`src/rtl/imm16_pkg.sv`:
```
package imm16_pkg;

    localparam int INSN_W = 32;

    typedef enum logic [7:0] {
        OP_NOP   = 8'h00,
        OP_PIXEL = 8'h0F,
        OP_COPY  = 8'h10,
        OP_LOAD  = 8'h20,
        OP_ADDI  = 8'h30,
        OP_ADDR  = 8'h31,
        OP_SUBI  = 8'h40,
        OP_SUBR  = 8'h41,
        OP_MULI  = 8'h50,
        OP_MULR  = 8'h51,
        OP_DIVI  = 8'h60,
        OP_DIVR  = 8'h61,
        OP_DRAW  = 8'hDD,
        OP_HALT  = 8'hFE,
        OP_PRINT = 8'hFF
    } opcode_e;

    typedef enum logic [3:0] {
        K_NOP, K_MOVE, K_ADD, K_SUB, K_MUL, K_DIV,
        K_PRINT, K_PIXEL, K_DRAW, K_HALT
    } kind_e;

    typedef struct packed {
        kind_e kind;
        logic  src_is_reg;
        logic  writes;
    } ctrl_t;

    typedef enum logic [1:0] {
        S_FETCH, S_EXEC, S_DIVIDE, S_HALTED
    } state_e;

endpackage

```
`src/rtl/imm16_decode.sv`:
```
module imm16_decode
    import imm16_pkg::*;
(
    input  logic [7:0] opcode,
    output ctrl_t      ctrl
);
    always_comb begin
        ctrl = '{kind: K_NOP, src_is_reg: 1'b0, writes: 1'b0};
        case (opcode)
            OP_LOAD:  ctrl = '{kind: K_MOVE,  src_is_reg: 1'b0, writes: 1'b1};
            OP_COPY:  ctrl = '{kind: K_MOVE,  src_is_reg: 1'b1, writes: 1'b1};
            OP_ADDI:  ctrl = '{kind: K_ADD,   src_is_reg: 1'b0, writes: 1'b1};
            OP_ADDR:  ctrl = '{kind: K_ADD,   src_is_reg: 1'b1, writes: 1'b1};
            OP_SUBI:  ctrl = '{kind: K_SUB,   src_is_reg: 1'b0, writes: 1'b1};
            OP_SUBR:  ctrl = '{kind: K_SUB,   src_is_reg: 1'b1, writes: 1'b1};
            OP_MULI:  ctrl = '{kind: K_MUL,   src_is_reg: 1'b0, writes: 1'b1};
            OP_MULR:  ctrl = '{kind: K_MUL,   src_is_reg: 1'b1, writes: 1'b1};
            OP_DIVI:  ctrl = '{kind: K_DIV,   src_is_reg: 1'b0, writes: 1'b1};
            OP_DIVR:  ctrl = '{kind: K_DIV,   src_is_reg: 1'b1, writes: 1'b1};
            OP_PRINT: ctrl = '{kind: K_PRINT, src_is_reg: 1'b0, writes: 1'b0};
            OP_PIXEL: ctrl = '{kind: K_PIXEL, src_is_reg: 1'b0, writes: 1'b0};
            OP_DRAW:  ctrl = '{kind: K_DRAW,  src_is_reg: 1'b0, writes: 1'b0};
            OP_HALT:  ctrl = '{kind: K_HALT,  src_is_reg: 1'b0, writes: 1'b0};
            default:  ctrl = '{kind: K_NOP,   src_is_reg: 1'b0, writes: 1'b0};
        endcase
    end
endmodule

```
`src/rtl/imm16_alu.sv`:
```
module imm16_alu
    import imm16_pkg::*;
#(
    parameter int W = 16
) (
    input  kind_e          kind,
    input  logic [W-1:0]   a,
    input  logic [W-1:0]   b,
    output logic [W-1:0]   y
);
    always_comb begin
        unique case (kind)
            K_ADD:   y = a + b;
            K_SUB:   y = a - b;
            K_MUL:   y = a * b;
            default: y = b;
        endcase
    end
endmodule

```
`src/rtl/imm16_divider.sv`:
```
module imm16_divider #(
    parameter int W = 16
) (
    input  logic         clk,
    input  logic         rst_n,
    input  logic         start,
    input  logic [W-1:0] dividend,
    input  logic [W-1:0] divisor,
    output logic         done,
    output logic [W-1:0] quotient
);
    localparam int CNT_W = $clog2(W + 1);

    logic [W-1:0]     rem_q, quo_q, den_q;
    logic [CNT_W-1:0] cnt_q;
    logic             active_q;
    logic [W:0]       shifted;
    logic             fits;

    assign shifted  = {rem_q, quo_q[W-1]};
    assign fits     = shifted >= {1'b0, den_q};
    assign done     = active_q && (cnt_q == '0);
    assign quotient = quo_q;

    always_ff @(posedge clk or negedge rst_n) begin
        if (!rst_n) begin
            rem_q    <= '0;
            quo_q    <= '0;
            den_q    <= '0;
            cnt_q    <= '0;
            active_q <= 1'b0;
        end else if (start) begin
            rem_q    <= '0;
            quo_q    <= dividend;
            den_q    <= divisor;
            cnt_q    <= CNT_W'(W);
            active_q <= 1'b1;
        end else if (active_q) begin
            if (cnt_q == '0) begin
                active_q <= 1'b0;
            end else begin
                rem_q <= fits ? W'(shifted - {1'b0, den_q}) : shifted[W-1:0];
                quo_q <= {quo_q[W-2:0], fits};
                cnt_q <= cnt_q - 1'b1;
            end
        end
    end

    // The remainder left over must be smaller than the divisor.
    assert_div_rem_R5: assert property (@(posedge clk) disable iff (!rst_n)
        done |-> (rem_q < den_q));
    // A divide is never started with a zero divisor.
    assert_no_zero_start_R6: assert property (@(posedge clk) disable iff (!rst_n)
        start |-> (divisor != '0));
endmodule

```
`src/rtl/imm16_regfile.sv`:
```
module imm16_regfile #(
    parameter int W         = 16,
    parameter int NUM_REGS  = 12,
    parameter int IDX_X     = 8,
    parameter int IDX_Y     = 9,
    parameter int IDX_PRINT = 10
) (
    input  logic         clk,
    input  logic         rst_n,
    input  logic         we,
    input  logic [7:0]   waddr,
    input  logic [W-1:0] wdata,
    input  logic [7:0]   raddr_a,
    input  logic [7:0]   raddr_b,
    output logic [W-1:0] rdata_a,
    output logic [W-1:0] rdata_b,
    output logic [W-1:0] x_val,
    output logic [W-1:0] y_val,
    output logic [7:0]   print_code
);
    localparam logic [7:0] LIMIT = 8'(NUM_REGS);

    logic [NUM_REGS-1:0][W-1:0] regs;
    logic [NUM_REGS-1:0]        hit;

    for (genvar g = 0; g < NUM_REGS; g++) begin : g_hit
        assign hit[g] = we && (waddr == 8'(g));
    end

    always_ff @(posedge clk or negedge rst_n) begin
        if (!rst_n) begin
            regs <= '0;
        end else begin
            for (int i = 0; i < NUM_REGS; i++) begin
                if (hit[i]) regs[i] <= wdata;
            end
        end
    end

    always_comb begin
        rdata_a = '0;
        rdata_b = '0;
        for (int i = 0; i < NUM_REGS; i++) begin
            if (raddr_a == 8'(i)) rdata_a = regs[i];
            if (raddr_b == 8'(i)) rdata_b = regs[i];
        end
    end

    assign x_val      = regs[IDX_X];
    assign y_val      = regs[IDX_Y];
    assign print_code = regs[IDX_PRINT][7:0];

    // An out-of-range write index touches no register.
    assert_oob_ignored_R12: assert property (@(posedge clk) disable iff (!rst_n)
        (we && waddr >= LIMIT) |=> $stable(regs));
endmodule

```
`src/rtl/imm16_core.sv`:
```
module imm16_core
    import imm16_pkg::*;
#(
    parameter int W         = 16,
    parameter int PC_W      = 8,
    parameter int NUM_REGS  = 12,
    parameter int IDX_X     = 8,
    parameter int IDX_Y     = 9,
    parameter int IDX_PRINT = 10
) (
    input  logic            clk,
    input  logic            rst_n,
    output logic [PC_W-1:0] prog_addr,
    input  logic [31:0]     prog_data,
    output logic            char_valid,
    output logic [7:0]      char_code,
    output logic            pix_valid,
    output logic [W-1:0]    pix_x,
    output logic [W-1:0]    pix_y,
    output logic            pix_white,
    output logic            draw_strobe,
    output logic            halted
);
    state_e          state_q, state_d;
    logic [PC_W-1:0] pc_q;
    logic [31:0]     ir_q;
    ctrl_t           ctrl;

    logic [7:0]   f_op, f_rd;
    logic [15:0]  f_dat;
    logic [W-1:0] rdata_a, rdata_b, operand_b, alu_y, quotient;
    logic [W-1:0] x_val, y_val;
    logic [7:0]   print_code;
    logic         div_start, div_done, pc_step, rf_we;
    logic [W-1:0] rf_wdata;

    assign f_op  = ir_q[31:24];
    assign f_rd  = ir_q[23:16];
    assign f_dat = ir_q[15:0];

    imm16_decode u_dec (.opcode(f_op), .ctrl(ctrl));

    imm16_regfile #(.W(W), .NUM_REGS(NUM_REGS), .IDX_X(IDX_X),
                    .IDX_Y(IDX_Y), .IDX_PRINT(IDX_PRINT)) u_rf (
        .clk(clk), .rst_n(rst_n), .we(rf_we), .waddr(f_rd), .wdata(rf_wdata),
        .raddr_a(f_rd), .raddr_b(f_dat[7:0]), .rdata_a(rdata_a),
        .rdata_b(rdata_b), .x_val(x_val), .y_val(y_val), .print_code(print_code)
    );

    assign operand_b = ctrl.src_is_reg ? rdata_b : W'(f_dat);

    imm16_alu #(.W(W)) u_alu (.kind(ctrl.kind), .a(rdata_a), .b(operand_b), .y(alu_y));

    imm16_divider #(.W(W)) u_div (
        .clk(clk), .rst_n(rst_n), .start(div_start), .dividend(rdata_a),
        .divisor(operand_b), .done(div_done), .quotient(quotient)
    );

    assign div_start = (state_q == S_EXEC) && (ctrl.kind == K_DIV) && (operand_b != '0);
    assign pc_step   = ((state_q == S_EXEC) && (ctrl.kind != K_HALT) && !div_start)
                     || ((state_q == S_DIVIDE) && div_done);
    assign rf_we     = ((state_q == S_EXEC) && ctrl.writes && (ctrl.kind != K_DIV))
                     || ((state_q == S_DIVIDE) && div_done);
    assign rf_wdata  = (state_q == S_DIVIDE) ? quotient : alu_y;

    always_comb begin
        state_d = state_q;
        unique case (state_q)
            S_FETCH:  state_d = S_EXEC;
            S_EXEC: begin
                if (ctrl.kind == K_HALT) state_d = S_HALTED;
                else if (div_start)      state_d = S_DIVIDE;
                else                     state_d = S_FETCH;
            end
            S_DIVIDE: if (div_done) state_d = S_FETCH;
            S_HALTED: state_d = S_HALTED;
        endcase
    end

    // State register
    always_ff @(posedge clk or negedge rst_n) begin
        if (!rst_n) state_q <= S_FETCH;
        else        state_q <= state_d;
    end

    // Program counter and instruction register
    always_ff @(posedge clk or negedge rst_n) begin
        if (!rst_n) begin
            pc_q <= '0;
            ir_q <= '0;
        end else begin
            if (state_q == S_FETCH) ir_q <= prog_data;
            if (pc_step)            pc_q <= pc_q + 1'b1;
        end
    end

    // Strobed outputs
    always_ff @(posedge clk or negedge rst_n) begin
        if (!rst_n) begin
            char_valid  <= 1'b0;
            char_code   <= '0;
            pix_valid   <= 1'b0;
            pix_x       <= '0;
            pix_y       <= '0;
            pix_white   <= 1'b0;
            draw_strobe <= 1'b0;
        end else begin
            char_valid  <= 1'b0;
            pix_valid   <= 1'b0;
            draw_strobe <= 1'b0;
            if (state_q == S_EXEC) begin
                unique case (ctrl.kind)
                    K_PRINT: begin
                        char_valid <= 1'b1;
                        char_code  <= print_code;
                    end
                    K_PIXEL: begin
                        pix_valid <= 1'b1;
                        pix_x     <= x_val;
                        pix_y     <= y_val;
                        pix_white <= f_dat[0];
                    end
                    K_DRAW:  draw_strobe <= 1'b1;
                    default: ;
                endcase
            end
        end
    end

    assign prog_addr = pc_q;
    assign halted    = (state_q == S_HALTED);

    assert_halt_sticky_R10: assert property (@(posedge clk) disable iff (!rst_n)
        halted |=> halted);
    assert_pc_frozen_R10: assert property (@(posedge clk) disable iff (!rst_n)
        halted |=> $stable(prog_addr));
    assert_pc_step_R13: assert property (@(posedge clk) disable iff (!rst_n)
        (state_q == S_EXEC && ctrl.kind != K_HALT && !div_start)
        |=> prog_addr == $past(prog_addr) + PC_W'(1));
    assert_one_strobe_R14: assert property (@(posedge clk) disable iff (!rst_n)
        $onehot0({char_valid, pix_valid, draw_strobe}));
    assert_draw_pulse_R9: assert property (@(posedge clk) disable iff (!rst_n)
        draw_strobe |=> !draw_strobe);
    assert_no_strobe_halted_R10: assert property (@(posedge clk) disable iff (!rst_n)
        (halted && $past(halted)) |-> !(char_valid || pix_valid || draw_strobe));
endmodule

```
`config.mk`:
```
export PLATFORM = sky130hd
export DESIGN_NAME = imm16_core
export DESIGN_NICKNAME = d
export VERILOG_FILES = /design/src/rtl/imm16_pkg.sv /design/src/rtl/imm16_decode.sv /design/src/rtl/imm16_alu.sv /design/src/rtl/imm16_divider.sv /design/src/rtl/imm16_regfile.sv /design/src/rtl/imm16_core.sv
export SDC_FILE = /design/constraint.sdc
export NUM_CORES = 1
export LEC_CHECK = 0
export BUFFER_PORTS_ARGS = -buffer_cell sky130_fd_sc_hd__buf_2
export CORE_ASPECT_RATIO = 2
export CORE_MARGIN = 3
export CORE_UTILIZATION = 42
export CTS_CLUSTER_SIZE = 30
export DETAILED_ROUTE_END_ITERATION = 8
export PLACE_DENSITY = 0.68
export SLEW_MARGIN = 20
export SYNTH_ARGS = -nofsm -noshare
export SYNTH_HDL_FRONTEND = slang
export SYNTH_SLANG_ARGS = --single-unit
```
`constraint.sdc`:
```
create_clock -name clk -period 11.15 [get_ports clk]
set_input_delay 2.23 -clock clk [delete_from_list [all_inputs] [get_ports clk]]
set_output_delay 2.23 -clock clk [all_outputs]
set_load 0.01 [all_outputs]
```
==> results of run 1 <==
==> worst max-delay path, stage by stage (launching register included) <==
cell and delay (ns):
dfrtp_1 0.41, or4_1 0.89, nor2_1 0.79, a32o_1 0.24, a22o_1 0.65, inv_1 0.34, nand2_1 0.18, fa_1 0.47
fa_1 0.58, fa_1 0.45, fa_1 0.55, inv_1 0.06, fa_1 0.48, inv_1 0.06, fa_1 0.49, inv_1 0.05
ha_1 0.34, and2_1 0.21, a31oi_1 0.15, a21oi_1 0.10, xnor2_1 0.67, o221ai_1 0.26, o22ai_1 0.78, o21ai_0 0.26
==> routing by layer <==
layer	GRT usage [%]	vias to the layer above
met3	4.63	412
met4	26.5	0
li1	-	8623
met2	53.9	947
met5	0	-
met1	31.9	9814
==> state kept, by name, summed over array words and instances (netlist names) <==
| name | flops |
|---|---|
| u_div.cnt_q | 5 |
| u_div.rem_q | 16 |
| pix_y | 16 |
| pix_white | 1 |
| char_valid | 1 |
| u_div.active_q | 1 |
| u_rf.x_val | 16 |
| char_code | 8 |
| u_rf.print_code | 8 |
| u_div.quotient | 16 |
| u_div.den_q | 16 |
| u_rf.regs | 152 |
| u_rf.y_val | 16 |
| ir_q | 32 |
| pix_valid | 1 |
| draw_strobe | 1 |
| prog_addr | 8 |
| state_q | 2 |
| pix_x | 16 |
==> metrics by stage <==
step           hold WS (ns)  area, µm²  total power [µW]  setup slack, ns
4_1_cts               0.474      25300              5610             1.61
6_report              0.472      25300              5680             1.50
5_1_grt               0.499      25300              5920             1.13
3_3_place_gp          0.451      24100              4360             1.64
3_5_place_dp          0.454      24200              4410             1.64
2_1_floorplan         0.458      22900              3390             3.53
==> power groups by stage <==
stage	Combinational, µW	Clock (µW)	Sequential [µW]
after CTS	2800	1210	1600
after global routing	3040	1260	1620
after global placement	2750	0	1610
after detailed placement	2790	0	1620
final	2870	1200	1610
after floorplan	1950	0	1440
==> layout make-up <==
class | instances | area (µm²)
inverters | 184 | 691
fillers | 5107 | 28500
clock inverters | 18 | 270
flip-flops and latches | 332 | 8320
repair buffers | 152 | 986
diodes | 1 | 2.50
multi-input cells | 1836 | 13300
clock buffers | 39 | 846
well taps | 671 | 840
==> path summary, 6_finish.rpt <==
| kind | start | end | slack (ns) | cells after the start |
|---|---|---|---|---|
| min | pix_x[10] | pix_x[10] | 0.47 | 2 |
| max | ir_q[4] | u_rf.regs[174] | 1.50 | 23 |
| max in group asynchronous | rst_n | u_rf.regs[51] | 7.91 | 2 |
| max reg2reg | ir_q[4] | u_rf.regs[174] | 1.50 | 23 |
| min in group asynchronous | rst_n | u_rf.regs[44] | 1.63 | 1 |
| min reg2reg | pix_x[10] | pix_x[10] | 0.47 | 2 |
==> Yosys cell counts (6+ instances only) <==
master | number | area share [%]
nand2_1 | 519 | 8.5
dfrtp_1 | 332 | 36
nor2_1 | 191 | 3.1
inv_1 | 181 | 3.0
o21ai_0 | 140 | 3.1
clkbuf_1 | 104 | 1.7
a21oi_1 | 92 | 2.0
mux2_2 | 86 | 4.2
ha_1 | 85 | 4.6
fa_1 | 82 | 7.2
xnor2_1 | 54 | 2.1
mux2i_1 | 49 | 2.1
nor3_1 | 48 | 1.0
mux4_2 | 47 | 4.6
a211oi_1 | 33 | 1.1
nor2b_1 | 30 | 0.82
nand3_1 | 25 | 0.55
buf_2 | 23 | 0.50
nand2b_1 | 23 | 0.63
and2_1 | 20 | 0.55
o22ai_1 | 20 | 0.55
o31ai_1 | 17 | 0.56
a221oi_1 | 16 | 0.61
nand4_1 | 16 | 0.44
xor2_1 | 16 | 0.61
a21o_1 | 12 | 0.39
a31oi_1 | 11 | 0.30
buf_4 | 11 | 0.36
a22oi_1 | 10 | 0.33
and3_1 | 10 | 0.27
buf_1 | 10 | 0.16
mux2_4 | 10 | 0.65
or2_2 | 9 | 0.25
a21boi_0 | 7 | 0.23
a2bb2oi_1 | 7 | 0.27
nor4_1 | 7 | 0.19
buf_6 | 6 | 0.29
o211ai_1 | 6 | 0.20
o21ai_1 | 6 | 0.13
o21bai_1 | 6 | 0.20
==> cells by family (layout without fill, tap and decap cells) <==
kind of cell / count (synthesis) / count (layout) / synth area share (%)
mux: 193 / 193 / 11.7
xor+xnor: 75 / 75 / 3.16
other cells: 0 / 1 / 0
buf+inv: 338 / 393 / 6.03
flops: 332 / 332 / 36.2
simple gates: 945 / 945 / 18.2
fa+ha+maj: 167 / 167 / 11.8
compound gates: 456 / 456 / 12.9
==> summary.txt, run 1 <==
Clk pwr share -> 21.1%
core area -> 53,800 µm²
max-cap violation count -> 0
Mapped Avg Cell Area -> 9.16 µm²
period utilization -> 86.5%
final hold violation count -> 0
max frequency -> 104 MHz
DRC -> 0
RSZ-0062 raised after global routing -> false
routed len/inst -> 27.6 µm
Seq/Total Area, Yosys -> 36.2%
Setup TNS -> 0 ns
Mapped Nets -> 2,707
Setup Skew -> 0.0440 ns
Hold Path Class -> reg -> reg
Placed Cells -> 3,175
Seq pwr share -> 28.3%
TritonCTS clock tree -> yes
WL met2 -> 45,000 µm
number of synthesized flops with an enable pin -> 0
Primary FF master, synth -> dfrtp_1
Gate power share -> 50.6%
Pint -> 2980 µW
Layout Nets -> 2,738
Clock Sinks -> 332
initial antenna violation count -> 2
post-cts hold buffer count -> 0
kind of start point of the critical path -> flop
H-tree levels -> 1
top routing layer in use -> met4
WP data arrival -> 10.11 ns
GRT Total Usage -> 30.9%
CP Max Fanout -> 17
Slew Limit Fails -> 0
first-pass GRT wire length -> 131,000 µm
vias per inst -> 6.12
clock root buffer -> clkbuf_16
initial drt markers -> 1,902
Synth Cell Area -> 22,900 µm²
P per Cell Area -> 225 nW/µm²
Critical Path Sink Type -> flop
grt total ovfl -> 0
Data required, critical path -> 11.61 ns
switching power -> 2700 µW
min Tclk post-route -> 9.65 ns
via count -> 19.8k
Post-DP HPWL -> 66,800 µm
die height -> 337 µm
IO Count -> 87
Clk pin slew, worst setup/hold paths -> 0.07 ns
non-filler cells in the finished layout -> 3,233
Max Buffers Root-to-Sink -> 3
CTS resizes -> 0
most frequent cells in the layout -> 519 x nand2_1, 328 x dfrtp_1, 187 x nor2_1
largest net degree at the start of global routing -> 164
Starting Density -> 42.7%
area grow syn2layout -> 10.2%
die area -> 57,600 µm²
layout cell share with drive strength beyond 1 -> 15.9%
VDD IR max -> 0.000165 V
first drt pass iteration count -> 6
Setup Crit Path Kind -> reg -> reg
post-CTS setup repair buffer count -> 0
leakage -> 0.0120 µW
Worst Tran Pin Value -> 1.20 ns
total CTS buffers -> 31
remaining antenna violation count -> 0
commonest non-fill, non-tap cell in the layout -> nand2_1
DIE WIDTH -> 171 µm
port buffer count -> 86
post-synthesis register bit count -> 332
vias in the first global route -> 20.5k
library cells used by synthesis -> 95
post-layout util -> 47.0%
final wirelength -> 89,300 µm
FP Rows -> 120
Net Sw Frac -> 47.5%
Ys Warns -> 0
Setup Viol. Count Final -> 0
Synth Instances -> 2,506
status -> finished clean
Routed met3 length -> 5000 µm
ys async rst share -> 100%
met1 WL -> 29,500 µm
RePlAce Congestion -> 1.07
Clock Latency Late Sink -> 0.65 ns
max_slew headroom -> 20.2%
Note: power is estimated with default switching activity, not from simulation.
==> run 2: changes to the inputs <==
Settings changed: CTS_CLUSTER_DIAMETER from default to 30, PLACE_DENSITY 0.68 to default, PLACE_DENSITY_LB_ADDON from default to 0.25.
==> run 2 against run 1 <==
Net effect:
- clock power increased by 39%
- global-route usage grew 0.28 points
- wire length down 0.34%
- total power up 8.0%
==> summary.txt, run 2 (same netlist as run 1, synthesis figures left out) <==
Seq pwr share -> 25.9% (-2.4 points)
Setup Crit Path Kind -> reg -> reg
CP cell instances -> buf_4, mux4_2, a21oi_1, inv_1, nand3_1, fa_1, fa_1, inv_1, fa_1, fa_1, inv_1, fa_1, fa_1, xor2_1, xnor2_1, xnor2_1, xnor2_1, xnor2_1, xnor2_1, xnor2_1, xnor3_1, xnor2_1, o311ai_2, mux2_4
r2r setup slk -> 1.89 ns (+0.39 ns)
Final WS setup -> 1.89 ns (+0.390 ns)
most frequent cells in the layout -> 519 x nand2_1, 328 x dfrtp_1, 187 x nor2_1
slowest CP cell -> a21oi_1
FF-to-FF path depth -> 24 (+4.3%)
Fin Hold WS -> 0.469 ns (-0.00337 ns)
Hold Path Class -> reg -> reg
FF-to-FF Start -> ir_q[16]
vias in the first global route -> 20.5k (+0.088%)
grt total ovfl -> 0 (unchanged)
port buffer count -> 86 (unchanged)
area grow syn2layout -> 13.6%
CTS resizes -> 0 (unchanged)
max frequency -> 108 MHz (+4.2%)
Clock Sinks -> 332 (unchanged)
max-cap violation count -> 0 (unchanged)
Biggest register -> u_rf.regs
status -> finished clean
period utilization -> 83.0% (-3.5 points)
Placed Cells -> 3,189 (+0.44%)
top routing layer in use -> met4
IO Count -> 87 (unchanged)
DRC -> 0 (unchanged)
Critical Path Sink Type -> flop
switching power -> 2810 µW (+4.2%)
Data required, critical path -> 11.67 ns (+0.06 ns)
Reg-to-Reg End -> u_rf.regs[175]
Setup Viol. Count Final -> 0 (unchanged)
Hold Path Sink -> pix_y[2]
Starting Density -> 42.7% (unchanged)
Slew Limit Fails -> 0 (unchanged)
met1 WL -> 29,000 µm (-1.4%)
max reg flops -> 152 (unchanged)
Gate power share -> 46.9% (-3.7 points)
final wirelength -> 89,000 µm (-0.34%)
first drt pass iteration count -> 5 (-1)
WP buf/inv -> 4 (unchanged)
remaining antenna violation count -> 0 (unchanged)
die area -> 57,600 µm² (unchanged)
via count -> 19.5k (-1.4%)
max incr delay on CP -> 0.92 ns (+0.03 ns)
top flop regs -> u_rf.regs x152, ir_q x32
Net Sw Frac -> 45.8% (-1.7 points)
post-cts hold buffer count -> 0 (unchanged)
FP Rows -> 120 (unchanged)
Worst Tran Pin Value -> 1.16 ns (-0.0369 ns)
H-tree levels -> 2 (+1)
WP data arrival -> 9.77 ns (-0.34 ns)
RePlAce Congestion -> 1.01 (-5.2%)
vias per inst -> 5.94 (-3.0%)
Clk pin slew, worst setup/hold paths -> 0.06 ns (about the same)
hold_sp -> pix_y[2]
Routed met3 length -> 4320 µm (-14%)
first-pass GRT wire length -> 132,000 µm (+0.70%)
P per Cell Area -> 235 nW/µm² (+4.8%)
CP Max Fanout -> 36 (+19)
Clock Latency Late Sink -> 0.61 ns (-0.04 ns)
first element of the critical path -> ir_q[16]
min Tclk post-route -> 9.26 ns (-0.390 ns)
DIE WIDTH -> 171 µm (unchanged)
core area -> 53,800 µm² (unchanged)
RSZ-0062 raised after global routing -> false
DP Worst Slack -> 2.02 ns (+0.387 ns)
non-filler cells in the finished layout -> 3,285 (+1.6%)
cell family with most CP delay -> adder cells
crit-path most repeated cell -> xnor2_1
leakage -> 0.0123 µW (+3.3%)
routed len/inst -> 27.1 µm (-1.9%)
final hold violation count -> 0 (unchanged)
largest net degree at the start of global routing -> 172 (+4.9%)
initial antenna violation count -> 1 (-1)
Pint -> 3320 µW (+11%)
Post-DP HPWL -> 67,400 µm (+0.97%)
initial drt markers -> 1,650 (-13%)
clock root buffer -> clkbuf_16
total CTS buffers -> 51 (+65%)
layout cell share with drive strength beyond 1 -> 17.5% (+1.6 points)
Setup Skew -> 0.0461 ns (+0.00205 ns)
Clk pwr share -> 27.2% (+6.1 points)
max_slew headroom -> 22.6% (+2.5 points)
hold depth -> 2 (unchanged)
finished layout cell area -> 26,100 µm² (+3.1%)
DP Area -> 24,200 µm² (+0.29%)
GRT Total Usage -> 31.2% (+0.28 points)
Layout Nets -> 2,772 (+1.2%)
post-CTS setup repair buffer count -> 0 (unchanged)
TritonCTS clock tree -> yes
VDD IR max -> 0.000187 V (+13%)
WL met2 -> 45,100 µm (+0.26%)
Max Buffers Root-to-Sink -> 3 (unchanged)
commonest non-fill, non-tap cell in the layout -> nand2_1
Setup TNS -> 0 ns (unchanged)
die height -> 337 µm (unchanged)
kind of start point of the critical path -> flop
-- run 2: cell count changes in the layout (fill, tap and decap cells not counted), sizes merged --
cell | previous run | this run
clkbuf | 39 | 62
buf | 152 | 166
inv | 187 | 198
clkinv | 8 | 11
clkinvlp | 2 | 5
bufinv | 5 | 3
-- run 2: worst max path at each step --
stage                endpoint  cells after the start
5_1_grt        u_rf.regs[175]                     26
6_report       u_rf.regs[175]                     24
4_1_cts        u_rf.regs[175]                     24
3_5_place_dp    u_rf.regs[95]                     24
2_1_floorplan   u_rf.regs[63]                     29
3_3_place_gp    u_rf.regs[95]                     24
-- run 2: power by group through the flow --
stage	sequential [µW]	combinational (µW)	clock (µW)
6_report	1590	2870	1670
5_1_grt	1610	3070	1740
4_1_cts	1590	2830	1690
3_5_place_dp	1600	2820	0
3_3_place_gp	1600	2790	0
2_1_floorplan	1440	1950	0
-- run 2: cell type report --
cell class	count	area, µm²
antenna	1	2.50
fill	5127	27700
tap	671	840
multi-input combinational	1836	13300
timing repair buffer	166	1080
sequential	332	8320
inverter	184	691
clock inverter	33	413
clock buffer	62	1400
-- run 2: tightest hold or removal path, stage by stage, from the launching register on --
cell     delay (ns)
dfrtp_1        0.34
nand2_1        0.05
nand2_1        0.05
-- run 2: per-stage QoR --
| stage | util (%) | power, µW |
|---|---|---|
| floorplan | - | 3390 |
| global placement | 45.1 | 4390 |
| detailed placement | 45.1 | 4420 |
| CTS | 48.5 | 6110 |
| global route | 48.5 | 6420 |
| finish | 48.5 | 6130 |
-- run 2: per-layer routing --
| layer | track usage (%) | vias up |
|---|---|---|
| met5 | 0 | - |
| met4 | 29.3 | 0 |
| met3 | 4.47 | 388 |
| met2 | 54.1 | 826 |
| met1 | 31.4 | 9592 |
| li1 | - | 8713 |
